===== src/rtl/ftg_pkg.sv =====
package ftg_pkg;

  typedef enum logic {
    SCAN_INTERLACED  = 1'b0,
    SCAN_PROGRESSIVE = 1'b1
  } scanMode_t;

  // strobes from control to datapath, valid for the current pixel cycle
  typedef struct packed {
    logic lineEnd;     // last pixel of the line
    logic frameEnd;    // last pixel of the frame
    logic lineWrap;    // last pixel of the highest numbered line
    logic nextActive;  // line about to start carries video
    logic nextProg;    // mode of the frame that starts after frameEnd
  } stepStrobes_t;

endpackage


===== src/rtl/ftg_ctrl.sv =====
module ftg_ctrl
  import ftg_pkg::*;
#(
  parameter int NTSC_PIX      = 858,
  parameter int PAL_PIX       = 864,
  parameter int NTSC_LINES    = 525,
  parameter int PAL_LINES     = 625,
  parameter int NTSC_F1_LINE  = 4,
  parameter int NTSC_F2_LINE  = 266,
  parameter int PAL_F1_LINE   = 1,
  parameter int PAL_F2_LINE   = 313,
  parameter int NTSC_VS_HALF  = 6,
  parameter int PAL_VS_HALF   = 5,
  parameter int NTSC_ACT1_LO  = 22,
  parameter int NTSC_ACT1_HI  = 261,
  parameter int NTSC_ACT2_LO  = 284,
  parameter int NTSC_ACT2_HI  = 522,
  parameter int PAL_ACT1_LO   = 23,
  parameter int PAL_ACT1_HI   = 309,
  parameter int PAL_ACT2_LO   = 335,
  parameter int PAL_ACT2_HI   = 622,
  parameter int PW            = 10,
  parameter int LW            = 10,
  parameter int VW            = 12
) (
  input  logic            clk,
  input  logic            rst,
  input  logic            modeSel,
  input  logic [PW-1:0]   pixelCnt,
  input  logic [LW-1:0]   lineNum,
  output stepStrobes_t    strb,
  output logic            fieldFlag,
  output logic            vsyncN
);

  // sync lengths in pixel cycles, from half-line counts
  localparam int N_VS_LEN = (NTSC_PIX * NTSC_VS_HALF) / 2;
  localparam int P_VS_LEN = (PAL_PIX * PAL_VS_HALF) / 2;

  // last line of a frame is the one before the first field's first line
  localparam int N_LAST_F = (NTSC_F1_LINE == 1) ? NTSC_LINES : NTSC_F1_LINE - 1;
  localparam int P_LAST_F = (PAL_F1_LINE == 1) ? PAL_LINES : PAL_F1_LINE - 1;

  localparam logic [PW-1:0] N_PIX_LAST  = PW'(NTSC_PIX - 1);
  localparam logic [PW-1:0] P_PIX_LAST  = PW'(PAL_PIX - 1);
  localparam logic [LW-1:0] N_FRAME_END = LW'(N_LAST_F);
  localparam logic [LW-1:0] P_FRAME_END = LW'(P_LAST_F);
  localparam logic [LW-1:0] N_TOP_LINE  = LW'(NTSC_LINES);
  localparam logic [LW-1:0] P_TOP_LINE  = LW'(PAL_LINES);
  localparam logic [LW-1:0] N_F2_PREV   = LW'(NTSC_F2_LINE - 1);
  localparam logic [LW-1:0] P_F2_PREV   = LW'(PAL_F2_LINE - 1);
  localparam logic [VW-1:0] N_VS_LOAD   = VW'(N_VS_LEN - 1);
  localparam logic [VW-1:0] P_VS_LOAD   = VW'(P_VS_LEN - 1);

  function automatic logic inWin(input logic [LW-1:0] ln, input int lo, input int hi);
    return (int'(ln) >= lo) && (int'(ln) <= hi);
  endfunction

  scanMode_t       curMode;
  scanMode_t       modeReq;
  logic            isProg;
  logic [PW-1:0]   pixLast;
  logic [LW-1:0]   frameLastLine;
  logic [LW-1:0]   topLine;
  logic [LW-1:0]   f2PrevLine;
  logic [LW-1:0]   lineAhead;
  logic [VW-1:0]   vsLoadCur;
  logic [VW-1:0]   vsLoadReq;
  logic [VW-1:0]   vsCnt;
  logic            winHit;
  logic            fieldTwoStart;

  assign modeReq = modeSel ? SCAN_PROGRESSIVE : SCAN_INTERLACED;
  assign isProg  = (curMode == SCAN_PROGRESSIVE);

  // per-mode limits for the frame in progress
  always_comb begin
    if (isProg) begin
      pixLast       = P_PIX_LAST;
      frameLastLine = P_FRAME_END;
      topLine       = P_TOP_LINE;
      f2PrevLine    = P_F2_PREV;
      vsLoadCur     = P_VS_LOAD;
    end else begin
      pixLast       = N_PIX_LAST;
      frameLastLine = N_FRAME_END;
      topLine       = N_TOP_LINE;
      f2PrevLine    = N_F2_PREV;
      vsLoadCur     = N_VS_LOAD;
    end
    vsLoadReq = modeSel ? P_VS_LOAD : N_VS_LOAD;
  end

  // active window of the line that follows the current one
  always_comb begin
    lineAhead = lineNum + LW'(1);
    if (isProg)
      winHit = inWin(lineAhead, PAL_ACT1_LO, PAL_ACT1_HI) ||
               inWin(lineAhead, PAL_ACT2_LO, PAL_ACT2_HI);
    else
      winHit = inWin(lineAhead, NTSC_ACT1_LO, NTSC_ACT1_HI) ||
               inWin(lineAhead, NTSC_ACT2_LO, NTSC_ACT2_HI);
  end

  always_comb begin
    strb.lineEnd    = (pixelCnt == pixLast);
    strb.frameEnd   = strb.lineEnd && (lineNum == frameLastLine);
    strb.lineWrap   = strb.lineEnd && (lineNum == topLine);
    strb.nextActive = winHit && !strb.frameEnd && !strb.lineWrap;
    strb.nextProg   = modeSel;
    fieldTwoStart   = strb.lineEnd && (lineNum == f2PrevLine);
  end

  // mode capture, field flag and sync pulse counter
  always_ff @(posedge clk) begin
    if (rst) begin
      curMode   <= modeReq;
      fieldFlag <= 1'b0;
      vsyncN    <= 1'b0;
      vsCnt     <= vsLoadReq;
    end else if (strb.frameEnd) begin
      curMode   <= modeReq;
      fieldFlag <= 1'b0;
      vsyncN    <= 1'b0;
      vsCnt     <= vsLoadReq;
    end else if (fieldTwoStart) begin
      fieldFlag <= 1'b1;
      vsyncN    <= 1'b0;
      vsCnt     <= vsLoadCur;
    end else if (!vsyncN) begin
      if (vsCnt == '0) vsyncN <= 1'b1;
      else             vsCnt  <= vsCnt - VW'(1);
    end
  end

endmodule


===== src/rtl/ftg_datapath.sv =====
module ftg_datapath
  import ftg_pkg::*;
#(
  parameter int NTSC_F1_LINE = 4,
  parameter int PAL_F1_LINE  = 1,
  parameter int PW           = 10,
  parameter int LW           = 10
) (
  input  logic          clk,
  input  logic          rst,
  input  logic          modeSel,
  input  stepStrobes_t  strb,
  output logic [PW-1:0] pixelCnt,
  output logic [LW-1:0] lineNum,
  output logic          activeLine
);

  localparam logic [LW-1:0] N_START    = LW'(NTSC_F1_LINE);
  localparam logic [LW-1:0] P_START    = LW'(PAL_F1_LINE);
  localparam logic [LW-1:0] FIRST_LINE = LW'(1);

  logic [LW-1:0] lineNext;

  always_comb begin
    if (strb.frameEnd)      lineNext = strb.nextProg ? P_START : N_START;
    else if (strb.lineWrap) lineNext = FIRST_LINE;
    else                    lineNext = lineNum + FIRST_LINE;
  end

  always_ff @(posedge clk) begin
    if (rst) begin
      pixelCnt   <= '0;
      lineNum    <= modeSel ? P_START : N_START;
      activeLine <= 1'b0;
    end else if (strb.lineEnd) begin
      pixelCnt   <= '0;
      lineNum    <= lineNext;
      activeLine <= strb.nextActive;
    end else begin
      pixelCnt   <= pixelCnt + PW'(1);
    end
  end

endmodule


===== src/rtl/field_timing_gen.sv =====
module field_timing_gen
  import ftg_pkg::*;
#(
  parameter int NTSC_PIX      = 858,
  parameter int PAL_PIX       = 864,
  parameter int NTSC_LINES    = 525,
  parameter int PAL_LINES     = 625,
  parameter int NTSC_F1_LINE  = 4,
  parameter int NTSC_F2_LINE  = 266,
  parameter int PAL_F1_LINE   = 1,
  parameter int PAL_F2_LINE   = 313,
  parameter int NTSC_VS_HALF  = 6,
  parameter int PAL_VS_HALF   = 5,
  parameter int NTSC_ACT1_LO  = 22,
  parameter int NTSC_ACT1_HI  = 261,
  parameter int NTSC_ACT2_LO  = 284,
  parameter int NTSC_ACT2_HI  = 522,
  parameter int PAL_ACT1_LO   = 23,
  parameter int PAL_ACT1_HI   = 309,
  parameter int PAL_ACT2_LO   = 335,
  parameter int PAL_ACT2_HI   = 622,
  localparam int MAX_PIX   = (PAL_PIX > NTSC_PIX) ? PAL_PIX : NTSC_PIX,
  localparam int MAX_LINES = (PAL_LINES > NTSC_LINES) ? PAL_LINES : NTSC_LINES,
  localparam int N_VS      = (NTSC_PIX * NTSC_VS_HALF) / 2,
  localparam int P_VS      = (PAL_PIX * PAL_VS_HALF) / 2,
  localparam int PW        = $clog2(MAX_PIX),
  localparam int LW        = $clog2(MAX_LINES + 1),
  localparam int VW        = $clog2((P_VS > N_VS) ? P_VS : N_VS)
) (
  input  logic          clk,
  input  logic          rst,
  input  logic          modeSel,
  output logic          vsyncN,
  output logic          fieldOut,
  output logic [LW-1:0] lineNum,
  output logic [PW-1:0] pixelCnt,
  output logic          activeLine
);

  stepStrobes_t strb;

  ftg_ctrl #(
    .NTSC_PIX(NTSC_PIX), .PAL_PIX(PAL_PIX),
    .NTSC_LINES(NTSC_LINES), .PAL_LINES(PAL_LINES),
    .NTSC_F1_LINE(NTSC_F1_LINE), .NTSC_F2_LINE(NTSC_F2_LINE),
    .PAL_F1_LINE(PAL_F1_LINE), .PAL_F2_LINE(PAL_F2_LINE),
    .NTSC_VS_HALF(NTSC_VS_HALF), .PAL_VS_HALF(PAL_VS_HALF),
    .NTSC_ACT1_LO(NTSC_ACT1_LO), .NTSC_ACT1_HI(NTSC_ACT1_HI),
    .NTSC_ACT2_LO(NTSC_ACT2_LO), .NTSC_ACT2_HI(NTSC_ACT2_HI),
    .PAL_ACT1_LO(PAL_ACT1_LO), .PAL_ACT1_HI(PAL_ACT1_HI),
    .PAL_ACT2_LO(PAL_ACT2_LO), .PAL_ACT2_HI(PAL_ACT2_HI),
    .PW(PW), .LW(LW), .VW(VW)
  ) u_ctrl (
    .clk(clk), .rst(rst), .modeSel(modeSel),
    .pixelCnt(pixelCnt), .lineNum(lineNum),
    .strb(strb), .fieldFlag(fieldOut), .vsyncN(vsyncN)
  );

  ftg_datapath #(
    .NTSC_F1_LINE(NTSC_F1_LINE), .PAL_F1_LINE(PAL_F1_LINE),
    .PW(PW), .LW(LW)
  ) u_dp (
    .clk(clk), .rst(rst), .modeSel(modeSel), .strb(strb),
    .pixelCnt(pixelCnt), .lineNum(lineNum), .activeLine(activeLine)
  );

endmodule


===== config.mk =====
export PLATFORM = sky130hd
export DESIGN_NAME = field_timing_gen
export DESIGN_NICKNAME = d
export VERILOG_FILES = /design/src/rtl/ftg_pkg.sv /design/src/rtl/ftg_ctrl.sv /design/src/rtl/ftg_datapath.sv /design/src/rtl/field_timing_gen.sv
export SDC_FILE = /design/constraint.sdc
export NUM_CORES = 1
export LEC_CHECK = 0
export CAP_MARGIN = 20
export CORE_MARGIN = 3
export CORE_UTILIZATION = 45
export CTS_CLUSTER_DIAMETER = 150
export DETAILED_ROUTE_END_ITERATION = 10
export PLACE_DENSITY = 0.65
export SLEW_MARGIN = 15
export SYNTH_ARGS = -nofsm -noshare
export SYNTH_HDL_FRONTEND = slang
export SYNTH_HIERARCHICAL = 1
export SYNTH_SLANG_ARGS = --single-unit

===== constraint.sdc =====
create_clock -name clk -period 2.5 [get_ports clk]
set_input_delay 0.375 -clock clk [delete_from_list [all_inputs] [get_ports clk]]
set_output_delay 0.375 -clock clk [all_outputs]
set_load 0.005 [all_outputs]

Word-level counts from Yosys, hierarchy flattened
Cells that the tools add are included.
{"block": "op_classes", "reduce_logical": 20, "order_cmp": 8, "n_mux": 22, "eq_ne": 6, "add_sub_neg": 3}
{"op": "$mux 10", "n": 7}
{"op": "$mux 12", "n": 5}
{"op": "$eq 10x10->1", "n": 3}
{"op": "$add 10x1->10 const B", "n": 2}
{"op": "$ge 10x5->1 const B", "n": 2}
{"op": "$ge 10x9->1 const B", "n": 2}
{"op": "$le 10x10->1 const B", "n": 2}
{"op": "$le 10x9->1 const B", "n": 2}
{"op": "$logic_not 12->1", "n": 1}
{"op": "$sub 12x1->12 const B", "n": 1}
{"op": "$eq 10x9->1", "n": 1}
{"op": "$logic_and 1x1->1", "n": 9}
{"op": "$mux 7", "n": 1}
{"op": "$mux 1", "n": 6}
{"op": "$mux 3", "n": 2}
{"op": "$mux 6", "n": 1}
{"op": "$ne 4x3->1 const B", "n": 1}
{"op": "$ne 4x4->1 const B", "n": 1}
{"op": "$reduce_bool 2->1", "n": 2}
{"op": "$reduce_or 2->1", "n": 2}
{"op": "$reduce_or 3->1", "n": 1}
{"op": "$logic_not 1->1", "n": 2}
{"op": "$logic_or 1x1->1", "n": 2}
{"op": "$reduce_and 2->1", "n": 1}
{"block": "totals", "elab_cells": 66, "inputBits": 3, "ff_bits": 36, "output_inout_bits": 23}

Longest topological paths before layout
Gate-level depths: netlist (run 1).
{"block": "logic_depth", "ltp_word": 7, "mapped_depth": 11, "depth_no_buf": 10}

Hierarchy
Netlist (run 1), hierarchy kept.
{"mod": "ftg_ctrl", "area_each_um2": 1569.0, "instances": 1, "seq_area_each_um2": 430.4, "cells_per_inst": 194}
{"mod": "ftg_datapath", "area_each_um2": 974.7, "instances": 1, "seq_area_each_um2": 520.5, "cells_per_inst": 98}

Worst setup path after synthesis (run 1)
No wires, ideal clock.
{"block": "synth_timing", "path_kind": "flip-flop to flip-flop", "startpoint": "register u_dp.lineNum[0]", "endpoint": "register u_dp.activeLine", "period_less_slack_ns": 2.498, "slack_ns": 0.002, "stages_incl_launch_ff": 12, "arrival_time_ns": 2.434, "path_cell_list": "edfxtp_1 > ha_1 > and4_1 > buf_2 > a211oi_2 > a31oi_1 > nand2b_1 > or3_1 > a32oi_1 > o22a_1 > mux2i_1 > nor2_1"}
{"element": "start: declaration", "line_no": "ftg_datapath.sv:14", "rtl": "output logic [LW-1:0] lineNum,"}
{"element": "start signal: assignment", "line_no": "ftg_datapath.sv:33", "rtl": "lineNum <= modeSel ? P_START : N_START;"}
{"element": "start signal: assignment", "line_no": "ftg_datapath.sv:37", "rtl": "lineNum <= lineNext;"}
{"element": "end signal: assignment", "line_no": "ftg_datapath.sv:38", "rtl": "activeLine <= strb.nextActive;"}
{"element": "end: declaration", "line_no": "ftg_datapath.sv:15", "rtl": "output logic activeLine"}

==> flow_summary.yaml, run 1 <==
critical_path:
  critPathKind: "flop to flop"
  r2r_cells: 11
  timing.critical_path.required_ns: 2.72
  cp-end-kind: "flop"
  crit_path_start_kind: "flop"
  critPathArrivalTime_ns: 2.67
  cp_max_fo: 4
finish:
  nNetsFinal: 352
  antenna_cells: 0
  areaGrowthSynthToFinish_pct: 25.9
  nFillCells: 490
  fin_cells: 413
  drive_gt1_share_pct: 16.9
  final_util_pct: 60.8
drt:
  ant_nets: 0
  wl_per_cell_um: 15.4
  wl_mm: 6.37
  drtIter0Drc: 152
  vias_per_cell: 5.84
  vias: 2410
  dr.pass1.iters: 4
  drc: 0
timing:
  tightestPinTransition_ns: 0.469
  setup_viol: 0
  worst_hold_slack_ns: 0.491
  rsz0062_at_grt: "true"
  final-max-slew-violation-count: 0
  fin_skew_ns: 0.00392
  setup_tns_ns: 0
  relSlewSlack_pct: 68.6
  period_needed_ns: 2.45
  finalHoldViolCount: 0
  fin_crit_sh_pct: 98.0
  max_freq_ghz: 0.408
placed_design:
  post-place-cells: 403
  hpwl_mm: 4.72
  io_buffers: 25
  gp_congestion: 0.850
hold_path:
  hold_class: "flop to flop"
  whs_path_depth: 2
logic_synthesis:
  syn_nets: 302
  synth_top_cells_by_area: "edfxtp_1 (27%), dfxtp_1 (10%), xnor2_1 (5.5%)"
  synth_seq_area_share_pct: 37.4
  async_flop_share_pct: 0
  ys.flop_type: "edfxtp_1"
  yosys_warnings: 6
  synth_cell_types: 59
  netlist_area_um2: 2540
  synth_seq_cells: 36
  synth_top_area_share_pct: 27.2
  synth_edf_count: 23
  syn_inst: 292
  yosys.area.top_type: "edfxtp_1"
  postSynthAreaPerCell_um2: 8.71
cts:
  cts_made_buffers: 5
  cts.path.max_buffers: 2
  insertion_delay_ns: 0.29
  ctsRootBufferMaster: "clkbuf_8"
  htreeDepth: 2
  path_clk_slew_ns: 0.07
  holdBufCountCts: 0
  clock-sinks: 36
  cts_tree: "built"
floorplanning:
  die_h_um: 81.2
  die_x_um: 81.2
  start_util_pct: 48.3
  row_count: 26
  core_um2: 5270
  ios: 26
  die-area_um2: 6590
job:
  maxCapViolCount: 0
grt:
  use_met3_pct: 3.33
  track_usage_pct: 20.8
  busiest_layer: "met2"
  grt_use_met1_pct: 28.4
  grt_pass1_vias: 2315
  grt_max_degree: 21
  met2_usage_pct: 33.9
  grt_pass1_wl_mm: 10.7
  antenna_found_initial: 0
  grt_overflow: 0
pwr:
  ir_drop_v: 0.000338
  p_per_area_nw_per_um2: 458
  power.leakage_nw: 1.13
outcome:
  status: "completed"
[kinds of logic after synthesis]
| group | Yosys count | share of synthesized area, % |
|---|---|---|
| compound gates | 67 | 17.0 |
| xor+xnor | 25 | 8.61 |
| fa+ha+maj | 7 | 3.44 |
| buf+inv | 26 | 4.53 |
| flops | 36 | 37.4 |
| mux | 2 | 0.787 |
| simple gates | 129 | 28.2 |
[flip-flops by register name, indices dropped and copies added (netlist names)]
signal,flops
u_dp/lineNum,10
u_ctrl/vsCnt,12
u_ctrl/fieldFlag,1
u_ctrl/vsyncN,1
u_dp/activeLine,1
u_ctrl/curMode,1
u_dp/pixelCnt,10
[synth_stat cells, types with 7 or more instances]
cell type	number
nor2_1	24
xor2_1	9
inv_1	7
clkbuf_1	7
xnor2_1	16
or3_1	14
o21ai_0	13
dfxtp_1	13
nand4_1	8
a21oi_1	18
nand2_1	24
edfxtp_1	23
buf_2	8
nand3_1	14
ha_1	7
[cell usage in the layout (no fill, tap or decap), types with 14 or more instances in the layout]
master            n
buf_4            36
clkdlybuf4s50_1  25
nand2_1          24
nor2_1           24
edfxtp_1         23
a21oi_1          18
xnor2_1          15
nand3_1          14
[worst max-delay path: stages (launching register included)]
cell,delay [ns]
edfxtp_1,0.43
ha_1,0.23
and4_1,0.27
buf_4,0.17
a21o_1,0.17
a21o_1,0.17
a32oi_1,0.30
o21ai_0,0.18
a32oi_1,0.19
o22a_1,0.16
mux2i_1,0.06
nor2_1,0.08
[where the power goes]
part / switching (W) / leakage, nW / internal (W)
clock: 0.000203 / 0.0534 / 0.000255
sequential: 0.0000261 / 0.344 / 0.000663
combinational: 0.000170 / 0.730 / 0.000150
total: 0.000399 / 1.13 / 0.00107
[layer usage]
| metal | vias up | wire length (µm) |
|---|---|---|
| met4 | 0 | 61 |
| met5 | - | 0 |
| met1 | 1146 | 2940 |
| met2 | 72 | 3000 |
| li1 | 1185 | - |
| met3 | 7 | 367 |
[path summary, 6_finish.rpt]
kind,start,to,slack [ns]
max,u_dp/lineNum[0],u_dp/activeLine,0.05
min,u_ctrl/fieldFlag,u_ctrl/fieldFlag,0.49
max reg2reg,u_dp/lineNum[0],u_dp/activeLine,0.05
min reg2reg,u_ctrl/fieldFlag,u_ctrl/fieldFlag,0.49
[cell type report]
type / count / area [µm²] / area share (%)
well taps: 70 / 87.6 / 2.73
inverters: 8 / 32.5 / 1.02
multi-input cells: 230 / 1510 / 47.1
repair buffers: 61 / 520 / 16.3
flip-flops and latches: 36 / 951 / 29.7
clock buffers: 7 / 97.6 / 3.05
clock inverters: 1 / 5.00 / 0.156
[what timing repair did]
action	CTS	global route
resized for setup	0	7
buffers inserted	0	2
setup endpoints to repair	0	25
[through the flow]
| step | cell area [µm²] | worst slack, ns | total power, W |
|---|---|---|---|
| detailed placement | 3050 | 0.0133 | 0.00101 |
| CTS | 3150 | 0.00970 | 0.00147 |
| floorplan | 2540 | 0.00156 | 0.000884 |
| global placement | 3050 | 0.0441 | 0.00101 |
| global route | 3200 | -0.0861 | 0.00154 |
| finish | 3200 | 0.0509 | 0.00147 |
No activity file was read; power rests on OpenSTA's default activity.
==> inputs of run 2 (changes only) <==
--- a/config.mk
+++ b/config.mk
@@ -16,3 +16,4 @@
 export SYNTH_HDL_FRONTEND = slang
 export SYNTH_HIERARCHICAL = 1
 export SYNTH_SLANG_ARGS = --single-unit
+export TNS_END_PERCENT = 100
==> results of run 2 <==
The final DEF is identical to that of run 1; final timing and power are the same.
